--- src/rtl/rvc_dec_pkg.sv ---
package rvc_dec_pkg;

  localparam int HALF_W = 16;
  localparam int IMM_W  = 32;
  localparam int REG_W  = 5;
  localparam int OP_W   = 6;

  localparam logic [REG_W-1:0] REG_ZERO = 5'd0;
  localparam logic [REG_W-1:0] REG_LINK = 5'd1;
  localparam logic [REG_W-1:0] REG_SP   = 5'd2;

  typedef enum logic [OP_W-1:0] {
    OPC_ILLEGAL, OPC_ADDI4SPN, OPC_FLD, OPC_LW, OPC_FLW, OPC_LD, OPC_FSD,
    OPC_SW, OPC_FSW, OPC_SD, OPC_ADDI, OPC_JAL, OPC_ADDIW, OPC_LI,
    OPC_ADDI16SP, OPC_LUI, OPC_SRLI, OPC_SRAI, OPC_ANDI, OPC_SUB, OPC_XOR,
    OPC_OR, OPC_AND, OPC_SUBW, OPC_ADDW, OPC_J, OPC_BEQZ, OPC_BNEZ,
    OPC_SLLI, OPC_FLDSP, OPC_LWSP, OPC_FLWSP, OPC_LDSP, OPC_JR, OPC_MV,
    OPC_EBREAK, OPC_JALR, OPC_ADD, OPC_FSDSP, OPC_SWSP, OPC_FSWSP, OPC_SDSP
  } rvc_op_e;

  typedef enum logic [3:0] {
    IMF_NONE, IMF_SPADD, IMF_MEMW, IMF_MEMD, IMF_SMALL, IMF_SHAMT, IMF_UPPER,
    IMF_SPADJ, IMF_BRANCH, IMF_JUMP, IMF_SPLDW, IMF_SPLDD, IMF_SPSTW, IMF_SPSTD
  } imm_fmt_e;

  function automatic logic [REG_W-1:0] narrow_reg(input logic [2:0] f);
    return {2'b01, f};
  endfunction

  function automatic logic [IMM_W-1:0] imm_spadd(input logic [HALF_W-1:0] h);
    return {22'd0, h[10:7], h[12:11], h[5], h[6], 2'b00};
  endfunction

  function automatic logic [IMM_W-1:0] imm_memw(input logic [HALF_W-1:0] h);
    return {25'd0, h[5], h[12:10], h[6], 2'b00};
  endfunction

  function automatic logic [IMM_W-1:0] imm_memd(input logic [HALF_W-1:0] h);
    return {24'd0, h[6:5], h[12:10], 3'b000};
  endfunction

  function automatic logic [IMM_W-1:0] imm_small(input logic [HALF_W-1:0] h);
    return {{26{h[12]}}, h[12], h[6:2]};
  endfunction

  function automatic logic [IMM_W-1:0] imm_shamt(input logic [HALF_W-1:0] h);
    return {26'd0, h[12], h[6:2]};
  endfunction

  function automatic logic [IMM_W-1:0] imm_upper(input logic [HALF_W-1:0] h);
    return {{14{h[12]}}, h[12], h[6:2], 12'd0};
  endfunction

  function automatic logic [IMM_W-1:0] imm_spadj(input logic [HALF_W-1:0] h);
    return {{22{h[12]}}, h[12], h[4:3], h[5], h[2], h[6], 4'd0};
  endfunction

  function automatic logic [IMM_W-1:0] imm_branch(input logic [HALF_W-1:0] h);
    return {{23{h[12]}}, h[12], h[6:5], h[2], h[11:10], h[4:3], 1'b0};
  endfunction

  function automatic logic [IMM_W-1:0] imm_jump(input logic [HALF_W-1:0] h);
    return {{20{h[12]}}, h[12], h[8], h[10:9], h[6], h[7], h[2], h[11], h[5:3], 1'b0};
  endfunction

  function automatic logic [IMM_W-1:0] imm_spldw(input logic [HALF_W-1:0] h);
    return {24'd0, h[3:2], h[12], h[6:4], 2'b00};
  endfunction

  function automatic logic [IMM_W-1:0] imm_spldd(input logic [HALF_W-1:0] h);
    return {23'd0, h[4:2], h[12], h[6:5], 3'b000};
  endfunction

  function automatic logic [IMM_W-1:0] imm_spstw(input logic [HALF_W-1:0] h);
    return {24'd0, h[8:7], h[12:9], 2'b00};
  endfunction

  function automatic logic [IMM_W-1:0] imm_spstd(input logic [HALF_W-1:0] h);
    return {23'd0, h[9:7], h[12:10], 3'b000};
  endfunction

endpackage

--- src/rtl/rvc_imm_build.sv ---
module rvc_imm_build
  import rvc_dec_pkg::*;
(
  input  logic [HALF_W-1:0] half,
  input  imm_fmt_e          fmt,
  output logic [IMM_W-1:0]  imm
);

  always_comb begin
    case (fmt)
      IMF_SPADD:  imm = imm_spadd(half);
      IMF_MEMW:   imm = imm_memw(half);
      IMF_MEMD:   imm = imm_memd(half);
      IMF_SMALL:  imm = imm_small(half);
      IMF_SHAMT:  imm = imm_shamt(half);
      IMF_UPPER:  imm = imm_upper(half);
      IMF_SPADJ:  imm = imm_spadj(half);
      IMF_BRANCH: imm = imm_branch(half);
      IMF_JUMP:   imm = imm_jump(half);
      IMF_SPLDW:  imm = imm_spldw(half);
      IMF_SPLDD:  imm = imm_spldd(half);
      IMF_SPSTW:  imm = imm_spstw(half);
      IMF_SPSTD:  imm = imm_spstd(half);
      default:    imm = '0;
    endcase
  end

endmodule

--- src/rtl/rvc_op_decode.sv ---
module rvc_op_decode
  import rvc_dec_pkg::*;
#(
  parameter int XLEN = 32
) (
  input  logic [HALF_W-1:0] half,
  output rvc_op_e           op,
  output logic [REG_W-1:0]  rd,
  output logic [REG_W-1:0]  rs1,
  output logic [REG_W-1:0]  rs2,
  output imm_fmt_e          fmt,
  output logic              illegal
);

  localparam bit WIDE = (XLEN == 64);

  logic [2:0]       fn;
  logic [1:0]       quad;
  logic             b12;
  logic [REG_W-1:0] fld_hi;
  logic [REG_W-1:0] fld_lo;
  logic [REG_W-1:0] nr_hi;
  logic [REG_W-1:0] nr_lo;

  assign fn     = half[15:13];
  assign quad   = half[1:0];
  assign b12    = half[12];
  assign fld_hi = half[11:7];
  assign fld_lo = half[6:2];
  assign nr_hi  = narrow_reg(half[9:7]);
  assign nr_lo  = narrow_reg(half[4:2]);

  rvc_op_e          op_raw;
  logic [REG_W-1:0] rd_raw, rs1_raw, rs2_raw;
  imm_fmt_e         fmt_raw;
  logic             bad;

  always_comb begin
    op_raw  = OPC_ILLEGAL;
    rd_raw  = REG_ZERO;
    rs1_raw = REG_ZERO;
    rs2_raw = REG_ZERO;
    fmt_raw = IMF_NONE;
    bad     = 1'b0;
    case (quad)
      2'b00: begin
        rs1_raw = nr_hi;
        case (fn)
          3'b000: begin
            op_raw = OPC_ADDI4SPN; rd_raw = nr_lo; rs1_raw = REG_SP;
            fmt_raw = IMF_SPADD; bad = (half[12:5] == 8'd0);
          end
          3'b001: begin op_raw = OPC_FLD; rd_raw = nr_lo; fmt_raw = IMF_MEMD; end
          3'b010: begin op_raw = OPC_LW;  rd_raw = nr_lo; fmt_raw = IMF_MEMW; end
          3'b011: begin
            rd_raw = nr_lo;
            op_raw  = WIDE ? OPC_LD : OPC_FLW;
            fmt_raw = WIDE ? IMF_MEMD : IMF_MEMW;
          end
          3'b101: begin op_raw = OPC_FSD; rs2_raw = nr_lo; fmt_raw = IMF_MEMD; end
          3'b110: begin op_raw = OPC_SW;  rs2_raw = nr_lo; fmt_raw = IMF_MEMW; end
          3'b111: begin
            rs2_raw = nr_lo;
            op_raw  = WIDE ? OPC_SD : OPC_FSW;
            fmt_raw = WIDE ? IMF_MEMD : IMF_MEMW;
          end
          default: bad = 1'b1;
        endcase
      end
      2'b01: begin
        case (fn)
          3'b000: begin op_raw = OPC_ADDI; rd_raw = fld_hi; rs1_raw = fld_hi; fmt_raw = IMF_SMALL; end
          3'b001: begin
            if (WIDE) begin
              op_raw = OPC_ADDIW; rd_raw = fld_hi; rs1_raw = fld_hi; fmt_raw = IMF_SMALL;
            end else begin
              op_raw = OPC_JAL; rd_raw = REG_LINK; fmt_raw = IMF_JUMP;
            end
          end
          3'b010: begin op_raw = OPC_LI; rd_raw = fld_hi; fmt_raw = IMF_SMALL; end
          3'b011: begin
            if (fld_hi == REG_SP) begin
              op_raw = OPC_ADDI16SP; rd_raw = REG_SP; rs1_raw = REG_SP; fmt_raw = IMF_SPADJ;
            end else begin
              op_raw = OPC_LUI; rd_raw = fld_hi; fmt_raw = IMF_UPPER;
            end
          end
          3'b100: begin
            rd_raw  = nr_hi;
            rs1_raw = nr_hi;
            case (half[11:10])
              2'b00: begin op_raw = OPC_SRLI; fmt_raw = IMF_SHAMT; bad = !WIDE && b12; end
              2'b01: begin op_raw = OPC_SRAI; fmt_raw = IMF_SHAMT; bad = !WIDE && b12; end
              2'b10: begin op_raw = OPC_ANDI; fmt_raw = IMF_SMALL; end
              default: begin
                rs2_raw = nr_lo;
                case (half[6:5])
                  2'b00:   op_raw = b12 ? OPC_SUBW : OPC_SUB;
                  2'b01:   op_raw = b12 ? OPC_ADDW : OPC_XOR;
                  2'b10:   op_raw = OPC_OR;
                  default: op_raw = OPC_AND;
                endcase
              end
            endcase
          end
          3'b101: begin op_raw = OPC_J; fmt_raw = IMF_JUMP; end
          3'b110: begin op_raw = OPC_BEQZ; rs1_raw = nr_hi; fmt_raw = IMF_BRANCH; end
          default: begin op_raw = OPC_BNEZ; rs1_raw = nr_hi; fmt_raw = IMF_BRANCH; end
        endcase
      end
      2'b10: begin
        case (fn)
          3'b000: begin
            op_raw = OPC_SLLI; rd_raw = fld_hi; rs1_raw = fld_hi;
            fmt_raw = IMF_SHAMT; bad = !WIDE && b12;
          end
          3'b001: begin op_raw = OPC_FLDSP; rd_raw = fld_hi; rs1_raw = REG_SP; fmt_raw = IMF_SPLDD; end
          3'b010: begin
            op_raw = OPC_LWSP; rd_raw = fld_hi; rs1_raw = REG_SP;
            fmt_raw = IMF_SPLDW; bad = (fld_hi == REG_ZERO);
          end
          3'b011: begin
            rd_raw = fld_hi; rs1_raw = REG_SP;
            if (WIDE) begin
              op_raw = OPC_LDSP; fmt_raw = IMF_SPLDD; bad = (fld_hi == REG_ZERO);
            end else begin
              op_raw = OPC_FLWSP; fmt_raw = IMF_SPLDW;
            end
          end
          3'b100: begin
            if (!b12) begin
              if (fld_lo == REG_ZERO) begin
                op_raw = OPC_JR; rs1_raw = fld_hi;
              end else begin
                op_raw = OPC_MV; rd_raw = fld_hi; rs2_raw = fld_lo;
              end
            end else if (half[11:2] == 10'd0) begin
              op_raw = OPC_EBREAK;
            end else if (fld_lo == REG_ZERO) begin
              op_raw = OPC_JALR; rd_raw = REG_LINK; rs1_raw = fld_hi;
            end else begin
              op_raw = OPC_ADD; rd_raw = fld_hi; rs1_raw = fld_hi; rs2_raw = fld_lo;
            end
          end
          3'b101: begin op_raw = OPC_FSDSP; rs1_raw = REG_SP; rs2_raw = fld_lo; fmt_raw = IMF_SPSTD; end
          3'b110: begin op_raw = OPC_SWSP;  rs1_raw = REG_SP; rs2_raw = fld_lo; fmt_raw = IMF_SPSTW; end
          default: begin
            rs1_raw = REG_SP; rs2_raw = fld_lo;
            op_raw  = WIDE ? OPC_SDSP : OPC_FSWSP;
            fmt_raw = WIDE ? IMF_SPSTD : IMF_SPSTW;
          end
        endcase
      end
      default: bad = 1'b1;
    endcase
  end

  assign illegal = bad;
  assign op      = bad ? OPC_ILLEGAL : op_raw;
  assign rd      = bad ? REG_ZERO : rd_raw;
  assign rs1     = bad ? REG_ZERO : rs1_raw;
  assign rs2     = bad ? REG_ZERO : rs2_raw;
  assign fmt     = bad ? IMF_NONE : fmt_raw;

endmodule

--- src/rtl/rvc_decoder.sv ---
module rvc_decoder
  import rvc_dec_pkg::*;
#(
  parameter int XLEN = 32
) (
  input  logic              clk,
  input  logic              rst_n,
  input  logic              in_valid,
  input  logic [15:0]       in_half,
  output logic              out_valid,
  output logic [5:0]        out_op,
  output logic [4:0]        out_rd,
  output logic [4:0]        out_rs1,
  output logic [4:0]        out_rs2,
  output logic [31:0]       out_imm,
  output logic              out_illegal
);

  generate
    if (XLEN != 32 && XLEN != 64) begin : g_bad_xlen
      initial $error("rvc_decoder: XLEN must be 32 or 64");
    end
  endgenerate

  rvc_op_e          dec_op;
  logic [REG_W-1:0] dec_rd, dec_rs1, dec_rs2;
  imm_fmt_e         dec_fmt;
  logic             dec_bad;
  logic [IMM_W-1:0] dec_imm;

  rvc_op_decode #(.XLEN(XLEN)) u_op (
    .half    (in_half),
    .op      (dec_op),
    .rd      (dec_rd),
    .rs1     (dec_rs1),
    .rs2     (dec_rs2),
    .fmt     (dec_fmt),
    .illegal (dec_bad)
  );

  rvc_imm_build u_imm (
    .half (in_half),
    .fmt  (dec_fmt),
    .imm  (dec_imm)
  );

  always_ff @(posedge clk) begin
    if (!rst_n) begin
      out_valid   <= 1'b0;
      out_op      <= OPC_ILLEGAL;
      out_rd      <= '0;
      out_rs1     <= '0;
      out_rs2     <= '0;
      out_imm     <= '0;
      out_illegal <= 1'b0;
    end else begin
      out_valid <= in_valid;
      if (in_valid) begin
        out_op      <= dec_op;
        out_rd      <= dec_rd;
        out_rs1     <= dec_rs1;
        out_rs2     <= dec_rs2;
        out_imm     <= dec_imm;
        out_illegal <= dec_bad;
      end
    end
  end

  // Named events for the properties below
  logic sp_form_out;
  logic q3_in;
  logic spadd_zero_in;
  logic narrow_arith_in;
  assign sp_form_out = out_op inside {OPC_ADDI4SPN, OPC_ADDI16SP, OPC_LWSP, OPC_LDSP,
                                      OPC_FLWSP, OPC_FLDSP, OPC_SWSP, OPC_SDSP,
                                      OPC_FSWSP, OPC_FSDSP};
  assign q3_in           = in_valid && (in_half[1:0] == 2'b11);
  assign spadd_zero_in   = in_valid && (in_half[1:0] == 2'b00) &&
                           (in_half[15:13] == 3'b000) && (in_half[12:5] == 8'd0);
  assign narrow_arith_in = in_valid && (in_half[1:0] == 2'b01) &&
                           (in_half[15:13] == 3'b100) && (in_half[11:10] == 2'b11);

  assert_valid_follow_R1: assert property (@(posedge clk) disable iff (!rst_n)
    in_valid |=> out_valid);

  assert_idle_hold_R1: assert property (@(posedge clk) disable iff (!rst_n)
    !in_valid |=> !out_valid && $stable(out_op) && $stable(out_imm) && $stable(out_illegal));

  assert_quadrant3_R2: assert property (@(posedge clk) disable iff (!rst_n)
    q3_in |=> out_illegal && out_op == OPC_ILLEGAL && out_imm == '0);

  assert_narrow_regs_R3: assert property (@(posedge clk) disable iff (!rst_n)
    narrow_arith_in |=> out_rd[4:3] == 2'b01 && out_rs2[4:3] == 2'b01 && out_rd == out_rs1);

  assert_spadd_zero_R7: assert property (@(posedge clk) disable iff (!rst_n)
    spadd_zero_in |=> out_illegal);

  assert_sp_base_R13: assert property (@(posedge clk) disable iff (!rst_n)
    out_valid && sp_form_out |-> out_rs1 == REG_SP && !out_illegal);

  assert_reset_state_R14: assert property (@(posedge clk)
    !rst_n |=> !out_valid && !out_illegal);

endmodule

--- config.mk ---
export PLATFORM = sky130hd
export DESIGN_NAME = rvc_decoder
export DESIGN_NICKNAME = d
export VERILOG_FILES = /design/src/rtl/rvc_dec_pkg.sv /design/src/rtl/rvc_imm_build.sv /design/src/rtl/rvc_op_decode.sv /design/src/rtl/rvc_decoder.sv
export SDC_FILE = /design/constraint.sdc
export NUM_CORES = 1
export LEC_CHECK = 0
export BUFFER_PORTS_ARGS = -buffer_cell sky130_fd_sc_hd__buf_4
export CELL_PAD_IN_SITES_DETAIL_PLACEMENT = 1
export CELL_PAD_IN_SITES_GLOBAL_PLACEMENT = 1
export CORE_MARGIN = 2
export CORE_UTILIZATION = 40
export DETAILED_ROUTE_END_ITERATION = 8
export PLACE_DENSITY = 0.77
export SYNTH_ARGS = -nofsm -noshare
export SYNTH_HDL_FRONTEND = slang
export SYNTH_SLANG_ARGS = --single-unit
--- constraint.sdc ---
create_clock -name clk -period 3.95 [get_ports clk]
set_clock_uncertainty 0.2 [all_clocks]
set_input_delay 1.185 -clock clk [delete_from_list [all_inputs] [get_ports clk]]
set_output_delay 1.185 -clock clk [all_outputs]
set_load 0.05 [all_outputs]
# Yosys cells after proc, flatten, opt, wreduce, memory -nomap -nowiden
# Cells that the tools add are included.
classes:
  n_eq_ne: 27
  mux: 55
  reduce_logical: 18
ops:
  columns: ["op", "count"]
  rows:
  - ["case mux 32 bit (13 select lines)", 1]
  - ["case mux 6 bit (7 select lines)", 2]
  - ["two-way mux 5 bit", 15]
  - ["case mux 5 bit (3 select lines)", 4]
  - ["case mux 6 bit (3 select lines)", 3]
  - ["case mux 5 bit (2 select lines)", 3]
  - ["case mux 4 bit (7 select lines)", 1]
  - ["== test 4 bit, second input constant", 6]
  - ["two-way mux 4 bit", 6]
  - ["case mux 4 bit (5 select lines)", 1]
  - ["case mux 5 bit (4 select lines)", 1]
  - ["two-way mux 6 bit", 3]
  - ["== test 4 x 3 -> 1 bit, second input constant", 4]
  - ["case mux 4 bit (4 select lines)", 1]
  - ["== test 3 bit, second input constant", 4]
  - ["case mux 4 bit (3 select lines)", 1]
  - ["logical NOT 10 bit", 1]
  - ["logical NOT 5 bit", 2]
  - ["OR reduction 3 bit", 3]
  - ["== test 4 x 2 -> 1 bit, second input constant", 2]
  - ["logical NOT 8 bit", 1]
  - ["OR reduction 2 bit", 4]
  - ["OR reduction 4 bit", 2]
  - ["== test 2 x 1 -> 1 bit, second input constant", 3]
  - ["other kinds (15)", 26]
word_totals:
  ff_bits: 55
  in_bits: 19
  output_inout_bits: 55
  elab_cells: 107

# Logic depth before layout (Yosys ltp)
# Gate-level depths: netlist of the first run.
logic_depth:
  ltp_word: 8
  depth_mapped: 11
  ltp_nobuf: 9

# Cells and area by module
# A second synthesis of the first run with hierarchy kept.
hier_totals:
  cells_unflattened: 465
  area_unflattened_um2: 3972.6
modules_own_cells:
  columns: ["module", "n_inst", "cells_each", "area_each_um2", "seq_area_each_um2"]
  rows:
  - ["rvc_decoder", 1, 176, 2120.8, 1101.1]
  - ["rvc_op_decode", 1, 181, 1072.3, 0.0]
  - ["rvc_imm_build", 1, 108, 779.5, 0.0]

# Worst setup path before layout of the first run
# No wires, ideal clock.
synth_timing:
  kind: "input to register"
  startpoint: "input in_half[13]"
  endpoint: "register out_imm[12]"
  setup_time_ns: 0.120
  arrival_ns: 3.070
  t_required_ns: 3.630
  setup_slack_ns: 0.561
  cell_stages: 10
  path_buffers: 1
  path_cell_list: "inv_1 -> ha_1 -> buf_2 -> o21bai_1 -> nand3_1 -> a32oi_1 -> nand2_1 -> a41oi_4 -> nor2_2 -> o31a_1"
synth_between:
  elab_chain_len: 7
  elab_cells_between_ends: 36
  cone_classes: "eq/ne: 20; mux: 10; reduce/logical: 6"
synth_rtl:
  columns: ["element", "line_no", "text"]
  rows:
  - ["start: declaration", "rvc_decoder.sv:9", "input logic [15:0] in_half,"]
  - ["== test 3 bit, or another cell as far along", "rvc_op_decode.sv:48", "case (fn)"]
  - ["OR reduction 6 bit (no line), or another cell as far along", null, null]
  - ["case mux 1 bit (2 select lines), or another cell as far along", "rvc_op_decode.sv:48", null]
  - ["case mux 1 bit (3 select lines) or case mux 4 bit (3 select lines) (tied branches)", "rvc_op_decode.sv:45", "case (quad)"]
  - ["two-way mux 4 bit *", "rvc_op_decode.sv:163", "assign fmt = bad ? IMF_NONE : fmt_raw;"]
  - ["== test 4 bit, or another cell as far along", "rvc_imm_build.sv:10", "case (fmt)"]
  - ["case mux 32 bit (13 select lines) *", "rvc_imm_build.sv:10", null]
  - ["end signal: assignment", "rvc_decoder.sv:63", "out_imm <= dec_imm;"]
  - ["end: declaration", "rvc_decoder.sv:15", "output logic [31:0] out_imm,"]
# Mark *: on every way between the ends. The rest lies on a longest branch, timed or not.
# A chain may end at the register's enable or synchronous reset.

# Worst setup path in the final report of the first run
layout_timing:
  startpoint: "input in_half[14]"
  endpoint: "register out_imm[6]"
# The elaborated chain is that of the path after synthesis.

==> results of run 1 <==
per-layer routing:
metal / wire [um] / global-route usage, % / vias up
li1: - / - / 1661
met1: 4790 / 31.1 / 1712
met3: 570 / 4.87 / 22
met2: 5840 / 46.5 / 115
met4: 274 / 10.3 / 0
met5: 0 / 0 / -
area by class of cell:
class,count,area (sq um),share of cell area (%)
sequential,41,821,20.7
multi-input combinational,328,2170,54.8
clock buffer,5,68.8,1.74
clock inverter,3,17.5,0.442
tap,105,131,3.32
timing repair buffer,92,703,17.8
inverter,13,48.8,1.23
how the worst max path moves through the flow:
stage / to / slack [ns] / cells past startpoint
after CTS: out_imm[6] / 0.36 / 10
after global placement: out_rs1[0] / 0.03 / 10
after floorplan: out_imm[12] / 0.56 / 10
after global routing: out_rs1[0] / 0.1 / 10
after detailed placement: out_imm[6] / 0.03 / 10
final: out_imm[6] / 0.30 / 10
cells by family after synthesis:
group           after synthesis  synth area share (%)
mux                           4                  1.25
buf+inv                      60                  9.44
xor+xnor                      1                 0.265
fa+ha+maj                    10                  3.79
simple gates                174                  29.2
compound gates              139                  31.2
flops                        41                  24.9
Yosys cell counts (7+ instances only):
master | count | share of area, %
o2bb2ai_1 | 8 | 2.1
and2_1 | 16 | 3.0
buf_4 | 17 | 3.9
o21ai_0 | 21 | 3.2
nor2b_1 | 20 | 3.8
dfxtp_1 | 41 | 25
nand2_1 | 42 | 4.8
clkbuf_1 | 16 | 1.8
a21oi_1 | 29 | 4.4
nand3_1 | 21 | 3.2
a32oi_1 | 7 | 1.9
a21boi_0 | 10 | 2.3
nor3_1 | 7 | 1.1
buf_2 | 12 | 1.8
inv_1 | 13 | 1.5
nor2_1 | 27 | 3.1
ha_1 | 10 | 3.8
report_power, final:
| part | total [W] | leakage, nW | switching [W] | internal [W] |
|---|---|---|---|---|
| clock | 0.000277 | 0.0439 | 0.000155 | 0.000122 |
| sequential | 0.000437 | 0.332 | 0.00000895 | 0.000428 |
| combinational | 0.000415 | 1.24 | 0.000276 | 0.000139 |
state kept, by name, indices dropped and copies added (netlist names):
name,cells
out_imm,18
out_op,6
out_rd,5
out_rs1,5
out_rs2,5
out_illegal,1
out_valid,1
through the flow:
step	worst slack [ns]	hold slack (ns)	cell area (sq um)
finish	0.297	0.257	3960
global route	0.0996	0.284	3960
CTS	0.363	0.259	3960
detailed placement	0.0341	0.245	3870
global placement	0.0292	0.242	3870
floorplan	0.561	0.467	3300
worst max-delay path: stages:
cell and delay, ns:
buf_4 0.14, inv_1 0.11, ha_1 0.40, inv_1 0.21, o221ai_1 0.41, and3_1 0.48, nor2_4 0.10, a32oi_1 0.16
o32ai_1 0.14, o311a_1 0.31
==> metrics.cfg, run 1 <==
[cts]
clock_latency_ns = 0.30
cts_num_sinks = 41
clkSlewWorstSetupHoldPaths_ns = 0.09
ctsLongestPathBuffers = 2
holdBufCountCts = 0
cts_resized = 0
htree_levels = 2
cts_made_buffers = 5
cts_tree = built
root_buffer = clkbuf_8
post_cts_buffers = 0

[drt]
antenna_left = 0
wl_um = 11500
vias = 3510
wl_per_cell_um = 19.6
vias_per_cell = 5.98
dr.pass1.iters = 4
drt_iter0_drc = 147
drc_errors = 0

[floorplanning]
initial_core_util_pct = 40.8
die_w_um = 94.9
rows = 33
die_area_sq_mm = 0.00900
die_h_um = 94.9
ios = 74
fp.coreArea_sq_mm = 0.00809

[timing]
fmax_mhz = 274
finalCritPeriodShare_pct = 92.5
finalHoldViolCount = 0
rsz0062_at_grt = no
setup_viol = 0
tightest_slew_ns = 0.708
fin_crit_ns = 3.65
relSlewSlack_pct = 52.7
fin_tns_setup_ns = 0
drv_slew = 0

[yosys]
ys_ff_latch = 41
yosys_warnings = 0
ys_seq_area_share_pct = 24.9
avgSynthCellArea_sq_um = 7.70
synth_flop_cell = dfxtp_1
ys_types = 72
syn_inst = 429
syn_area_sq_mm = 0.00330
synth_edf_count = 0
async_flop_share_pct = 0
synthesis.nets = 458

[critical_path]
critPathLaunchType = input port
cp-startpoint = in_half[14]
rr_startpoint = out_imm[30]
path_class = input port to register
end_kind = register
r2r_cells = 1
cp_max_fo = 12
reg2reg_setup_slack_ns = 2.82
required_ns = 3.94
worst_r2r_endpoint = out_imm[30]
worst_ep_arrival_time_ns = 3.65

[cells_and_area]
insertedDiodeCount = 0
area_delta_synth_final_pct = 19.9
layout-drive-gt1-share_pct = 25.1
final_common_cell = buf_4
nets = 510
fillers = 1047
final_cell_mix = buf_4 (91), nand2_1 (42), dfxtp_1 (41)
fin_util_pct = 48.9
final_cells = 587

[power_and_ir_drop]
p_per_area_mw_per_mm2 = 285
vdd_ir_drop_max_mv = 0.201
p_total_w = 0.00113
p_leak_nw = 1.62

[run]
maxCapViolCount = 0

[placement]
detailed_place_hpwl_um = 8640
portBuffers = 73
dp_cells = 579
place.gp.congestion = 0.923

[outcome]
status = completed

[global_route]
gr-usage-all-layers_pct = 26.2
antenna_found_initial = 0
gr-total-overflow = 0
grt_max_degree = 33
grt_pass1_wl_um = 18300
grt_pass1_vias = 3547

[min_path]
hold_end = out_imm[3]
holdCritStartpoint = out_imm[3]
min_path_type = register to register
whs_path_depth = 2

No activity file was read; power rests on OpenSTA's default activity.
==> run 2, diff against run 1 <==
--- a/config.mk
+++ b/config.mk
@@ -11,7 +11,8 @@
 export CORE_MARGIN = 2
 export CORE_UTILIZATION = 40
 export DETAILED_ROUTE_END_ITERATION = 8
-export PLACE_DENSITY = 0.77
+export PLACE_DENSITY_LB_ADDON = 0.1
+export SLEW_MARGIN = 20
 export SYNTH_ARGS = -nofsm -noshare
 export SYNTH_HDL_FRONTEND = slang
 export SYNTH_SLANG_ARGS = --single-unit
==> run 2 against run 1 <==
Combinational power fell by 1%. Die area did not move. Design area fell by 0.25%. Largest power group unchanged. Count of clock-buffer cells in the layout did not move. Sequential power barely moved. Setup slack improved by 0.073 ns. Critical path type unchanged. Clock power rose by 22%. Power rose by 4.8%.
==> metrics.cfg, run 2 (synthesis results as in run 1) <==
[critical_path]
required_ns = 3.94  ; about the same
path_class = input port to register  ; unchanged
rr_startpoint = out_imm[30]  ; unchanged
reg2reg_setup_slack_ns = 2.82  ; about the same
critPathLaunchType = input port  ; unchanged
worst_r2r_endpoint = out_imm[30]  ; unchanged
r2r_cells = 1  ; unchanged
worst_ep_arrival_time_ns = 3.57  ; was 3.65 ns
cp_max_fo = 12  ; unchanged
end_kind = register  ; unchanged
cp-startpoint = in_half[14]  ; unchanged
critPathCapture = out_imm[6]  ; unchanged

[power_and_ir_drop]
vdd_ir_drop_max_mv = 0.197  ; was 0.201 mV
p_per_area_mw_per_mm2 = 299  ; was 285 mW/mm^2
p_leak_nw = 1.62  ; about the same
p_total_w = 0.00118  ; was 0.00113 W

[timing]
fin_tns_setup_ns = 0  ; unchanged
holdWs_ns = 0.258  ; was 0.257 ns
rsz0062_at_grt = no  ; unchanged
fin_crit_ns = 3.58  ; was 3.65 ns
setup_viol = 0  ; unchanged
finalHoldViolCount = 0  ; unchanged
relSlewSlack_pct = 52.9  ; was 52.7%
fmax_mhz = 279  ; was 274 MHz
finalCritPeriodShare_pct = 90.6  ; was 92.5%
tightest_slew_ns = 0.705  ; was 0.708 ns
drv_slew = 0  ; unchanged

[global_route]
grt_max_degree = 33  ; unchanged
antenna_found_initial = 0  ; unchanged
gr-total-overflow = 0  ; unchanged
grt_pass1_vias = 3453  ; was 3,547
gr-usage-all-layers_pct = 25.8  ; was 26.2%
grt_pass1_wl_um = 18100  ; was 18,300 um

[floorplanning]
die_h_um = 94.9  ; unchanged
initial_core_util_pct = 40.8  ; unchanged
fp.coreArea_sq_mm = 0.00809  ; unchanged
die_area_sq_mm = 0.00900  ; unchanged
rows = 33  ; unchanged
die_w_um = 94.9  ; unchanged
ios = 74  ; unchanged

[cells_and_area]
insertedDiodeCount = 0  ; unchanged
largest_register_ff_count = 18  ; unchanged
max_flop_register = out_imm  ; unchanged
multi_input_area_sq_mm = 0.00217  ; unchanged
final_cell_mix = buf_4 (90), nand2_1 (42), dfxtp_1 (41)  ; was buf_4 (91), nand2_1 (42), dfxtp_1 (41)
seqCellArea_sq_um = 821  ; unchanged
area_delta_synth_final_pct = 19.6  ; was 19.9%
fillers = 1034  ; was 1,047
layout-drive-gt1-share_pct = 24.6  ; was 25.1%
final_area_sq_mm = 0.00395  ; was 0.00396 sq mm
nets = 508  ; was 510
reg_top3 = out_imm: 18 flops, out_op: 6 flops  ; unchanged
final_common_cell = buf_4  ; unchanged

[cts]
htree_levels = 2  ; unchanged
cts_made_buffers = 5  ; unchanged
holdBufCountCts = 0  ; unchanged
cts_tree = built  ; unchanged
clock_latency_ns = 0.29  ; was 0.30 ns
cts_num_sinks = 41  ; unchanged
root_buffer = clkbuf_8  ; unchanged
ctsLongestPathBuffers = 2  ; unchanged
cts_resized = 0  ; unchanged
post_cts_buffers = 0  ; unchanged
clkSlewWorstSetupHoldPaths_ns = 0.08  ; was 0.09 ns

[drt]
antenna_left = 0  ; unchanged
wl_um = 11400  ; was 11,500 um
vias_per_cell = 5.93  ; was 5.98
dr.pass1.iters = 4  ; unchanged
wl_per_cell_um = 19.5  ; was 19.6 um
drc_errors = 0  ; unchanged
drt_iter0_drc = 109  ; was 147
vias = 3466  ; was 3,510

[placement]
detailed_place_hpwl_um = 8590  ; was 8640 um
placedInstanceArea_sq_mm = 0.00385  ; was 0.00387 sq mm
place.gp.congestion = 0.897  ; was 0.923
portBuffers = 73  ; unchanged

[min_path]
min_path_type = register to register  ; unchanged

[run]
maxCapViolCount = 0  ; unchanged

[outcome]
status = completed  ; unchanged

run 2: cell count changes in the layout (fill, tap and decap cells not counted):
cell	before	now
clkinv_2	2	1
clkinvlp_4	1	0
bufinv_16	0	1
buf_4	91	90
buf_12	1	0
run 2: layout make-up:
cell class | instances | area share, %
repair buffers | 90 | 17.1
well taps | 105 | 3.33
inverters | 13 | 1.24
flip-flops and latches | 41 | 20.8
clock buffers | 5 | 1.74
multi-input cells | 328 | 54.9
clock inverters | 2 | 0.887
run 2: worst min path at each step:
stage	start	endpoint	slack (ns)	cells after the start
2_1_floorplan	out_imm[7]	out_imm[7]	0.47	2
6_report	out_imm[5]	out_imm[5]	0.26	1
4_1_cts	out_imm[5]	out_imm[5]	0.26	1
3_5_place_dp	out_imm[5]	out_imm[5]	0.24	1
3_3_place_gp	out_imm[5]	out_imm[5]	0.24	1
5_1_grt	out_imm[5]	out_imm[5]	0.27	1
run 2: layer usage:
| layer | track usage, % | wire, um | share of wire (%) | vias to the layer above |
|---|---|---|---|---|
| met5 | 0 | 0 | 0 | - |
| met2 | 45.9 | 5690 | 50 | 105 |
| met1 | 32.3 | 4880 | 43 | 1685 |
| li1 | - | - | - | 1660 |
| met3 | 3.43 | 594 | 5.2 | 16 |
| met4 | 7.25 | 193 | 1.7 | 0 |
run 2: report_power, final:
part	internal, W	switching [W]	total, W
sequential	0.000428	0.00000844	0.000436
combinational	0.000134	0.000274	0.000409
clock	0.000184	0.000154	0.000338
total	0.000746	0.000437	0.00118
run 2: worst max-delay path, cell delays in order:
cell and delay (ns):
buf_4 0.13, inv_1 0.11, ha_1 0.42, inv_1 0.20
o221ai_1 0.38, and3_1 0.47, nor2_4 0.11, a32oi_1 0.16
o32ai_1 0.11, o311a_1 0.29
run 2: metrics by stage:
step | setup WS, ns | util (%) | std cells
2_1_floorplan | 0.561 | - | 429
3_3_place_gp | 0.134 | 47.5 | 577
6_report | 0.369 | 48.8 | 584
3_5_place_dp | 0.0921 | 47.5 | 577
5_1_grt | 0.133 | 48.8 | 584
4_1_cts | 0.409 | 48.8 | 584
==> run 3, diff against run 2 <==
--- a/config.mk
+++ b/config.mk
@@ -5,13 +5,14 @@
 export SDC_FILE = /design/constraint.sdc
 export NUM_CORES = 1
 export LEC_CHECK = 0
-export BUFFER_PORTS_ARGS = -buffer_cell sky130_fd_sc_hd__buf_4
+export BUFFER_PORTS_ARGS = -buffer_cell sky130_fd_sc_hd__buf_2
 export CELL_PAD_IN_SITES_DETAIL_PLACEMENT = 1
 export CELL_PAD_IN_SITES_GLOBAL_PLACEMENT = 1
 export CORE_MARGIN = 2
 export CORE_UTILIZATION = 40
 export DETAILED_ROUTE_END_ITERATION = 8
 export PLACE_DENSITY_LB_ADDON = 0.1
+export SKIP_LAST_GASP = 1
 export SLEW_MARGIN = 20
 export SYNTH_ARGS = -nofsm -noshare
 export SYNTH_HDL_FRONTEND = slang
==> run 3 against run 2 <==
Clock power shrank 18%. Count of clock-buffer cells in the layout is the same. Power shrank 5.1%. First-iteration DRC count grew 28%. Utilization shrank 1.1 points. Register-to-register slack gained 0.04 ns. Die area is the same. Flip-flop and latch count is the same. Design area shrank 2.2%.
==> metrics.cfg, run 3 (synthesis results as in run 1) <==
[cells_and_area]
reg_top3 = out_imm: 18 flops, out_op: 6 flops  ; unchanged
final_cell_mix = buf_2 (73), nand2_1 (42), dfxtp_1 (41)  ; was buf_4 (90), nand2_1 (42), dfxtp_1 (41)
insertedDiodeCount = 0  ; unchanged
fillers = 1067  ; was 1,034
layout-drive-gt1-share_pct = 27.1  ; was 24.6%
largest_register_ff_count = 18  ; unchanged
max_flop_register = out_imm  ; unchanged
final_common_cell = buf_2  ; was buf_4
nets = 523  ; was 508
area_delta_synth_final_pct = 17.0  ; was 19.6%

[outcome]
status = completed  ; unchanged

[timing]
finalHoldViolCount = 0  ; unchanged
finalCritPeriodShare_pct = 90.1  ; was 90.6%
setup_viol = 0  ; unchanged
rsz0062_at_grt = no  ; unchanged
fin_tns_setup_ns = 0  ; unchanged
relSlewSlack_pct = 50.8  ; was 52.9%
tightest_slew_ns = 0.737  ; was 0.705 ns
fin_crit_ns = 3.56  ; was 3.58 ns
fmax_mhz = 281  ; was 279 MHz
fin_ws_ns = 0.390  ; was 0.369 ns
drv_slew = 0  ; unchanged

[critical_path]
end_kind = register  ; unchanged
path_class = input port to register  ; unchanged
slowest_delay_ns = 0.44  ; was 0.47 ns
required_ns = 3.94  ; about the same
worst_ep_arrival_time_ns = 3.55  ; was 3.57 ns
path_delay_family = compound AO/OA/AOI/OAI gates  ; unchanged
crit_top_cell = inv_1  ; unchanged
cp_num_buf_inv = 4  ; was 3
crit_chain = buf_2 > inv_1 > ha_1 > inv_1 > buf_4 > a21oi_1 > a32o_2 > nand2_4 > a41oi_4 > nor2_2 > o31a_1  ; was buf_4 > inv_1 > ha_1 > inv_1 > o221ai_1 > and3_1 > nor2_4 > a32oi_1 > o32ai_1 > o311a_1
cp_max_fo = 12  ; unchanged
critPathLaunchType = input port  ; unchanged
slowest_stage = ha_1  ; was and3_1

[drt]
top_layer_used = met4  ; unchanged
wl_per_cell_um = 19.4  ; was 19.5 um
dr.pass1.iters = 5  ; was 4
met3_length_um = 683  ; was 594 um
wl_met1_um = 4990  ; was 4880 um
drc_errors = 0  ; unchanged
wl_um = 11600  ; was 11,400 um
met2_wirelength_um = 5720  ; was 5690 um
vias_per_cell = 5.96  ; was 5.93
drt_iter0_drc = 139  ; was 109
vias = 3575  ; was 3,466
antenna_left = 0  ; unchanged

[cts]
holdBufCountCts = 0  ; unchanged
cts_num_sinks = 41  ; unchanged
clkSlewWorstSetupHoldPaths_ns = 0.09  ; was 0.08 ns
cts_tree = built  ; unchanged
ctsLongestPathBuffers = 2  ; unchanged
cts_made_buffers = 5  ; unchanged
root_buffer = clkbuf_8  ; unchanged
htree_levels = 2  ; unchanged
cts_resized = 0  ; unchanged
clock_latency_ns = 0.29  ; about the same
post_cts_buffers = 0  ; unchanged

[global_route]
gr-total-overflow = 0  ; unchanged
gr-usage-all-layers_pct = 25.9  ; was 25.8%
grt_max_degree = 33  ; unchanged
grt_pass1_wl_um = 18300  ; was 18,100 um
antenna_found_initial = 0  ; unchanged
grt_pass1_vias = 3568  ; was 3,453

[floorplanning]
die_h_um = 94.9  ; unchanged
die_w_um = 94.9  ; unchanged
initial_core_util_pct = 40.8  ; unchanged
fp.coreArea_sq_mm = 0.00809  ; unchanged
rows = 33  ; unchanged
ios = 74  ; unchanged
die_area_sq_mm = 0.00900  ; unchanged

[run]
maxCapViolCount = 0  ; unchanged

[min_path]
min_path_type = register to register  ; unchanged

[power_and_ir_drop]
clkPwrFrac_pct = 24.7  ; was 28.6%
p_comb_share_pct = 36.6  ; was 34.6%
p_leak_nw = 1.66  ; was 1.62 nW
p_per_area_mw_per_mm2 = 291  ; was 299 mW/mm^2
vdd_ir_drop_max_mv = 0.162  ; was 0.197 mV
p_switching_w = 0.000442  ; was 0.000437 W
power_frac_seq_pct = 38.8  ; was 36.9%
internal_power_w = 0.000680  ; was 0.000746 W
switching_share_pct = 39.4  ; was 36.9%

[placement]
place.gp.congestion = 0.960  ; was 0.897
portBuffers = 73  ; unchanged
detailed_place_hpwl_um = 8920  ; was 8590 um
dp_slack_ns = 0.158  ; was 0.0921 ns

-- run 3: power groups by stage --
stage	clock network [W]	registers [W]	logic (W)
after floorplan	0	0.000496	0.000233
after global placement	0	0.000445	0.000400
after detailed placement	0	0.000445	0.000405
after CTS	0.000286	0.000435	0.000406
after global routing	0.000305	0.000437	0.000441
final	0.000277	0.000435	0.000410
-- run 3: path summary, 6_finish.rpt --
| check | cells past startpoint | to | from | slack (ns) |
|---|---|---|---|---|
| worst max register to register | 3 | out_imm[6] | out_imm[6] | 2.86 |
| worst min register to register | 2 | out_imm[4] | out_imm[4] | 0.25 |
| worst min-delay path | 2 | out_imm[4] | out_imm[4] | 0.25 |
| worst max-delay path | 11 | out_imm[12] | in_half[14] | 0.39 |
-- run 3: layer usage --
layer / global-route usage, % / vias up
met1: 32.1 / 1729
li1: - / 1693
met4: 7.37 / 0
met5: 0 / -
met2: 45.6 / 130
met3: 4.55 / 23
-- run 3: final cells by class --
class	instances	area, sq um	area share, %
Inverter	13	48.8	1.26
Clock buffer	5	68.8	1.78
Tap cell	105	131	3.40
Sequential cell	41	821	21.3
Clock inverter	3	17.5	0.454
Timing Repair Buffer	105	606	15.7
Multi-Input combinational cell	328	2170	56.2
-- run 3: worst min-delay path, delay by kind of cell, from the launching register on --
family | cells | cell delay, ns
AOI/OAI and AO/OA | 1 | 0.05
and+or+nand+nor | 1 | 0.04
DFF | 1 | 0.33
-- run 3: through the flow --
step	hold slack (ns)	cell area, sq um	utilization [%]	std cells	total power [W]
2_1_floorplan	0.467	3300	-	429	0.000729
3_3_place_gp	0.231	3780	46.7	592	0.000844
3_5_place_dp	0.238	3780	46.7	592	0.000850
4_1_cts	0.259	3860	47.7	600	0.00113
5_1_grt	0.272	3860	47.7	600	0.00118
6_report	0.253	3860	47.7	600	0.00112
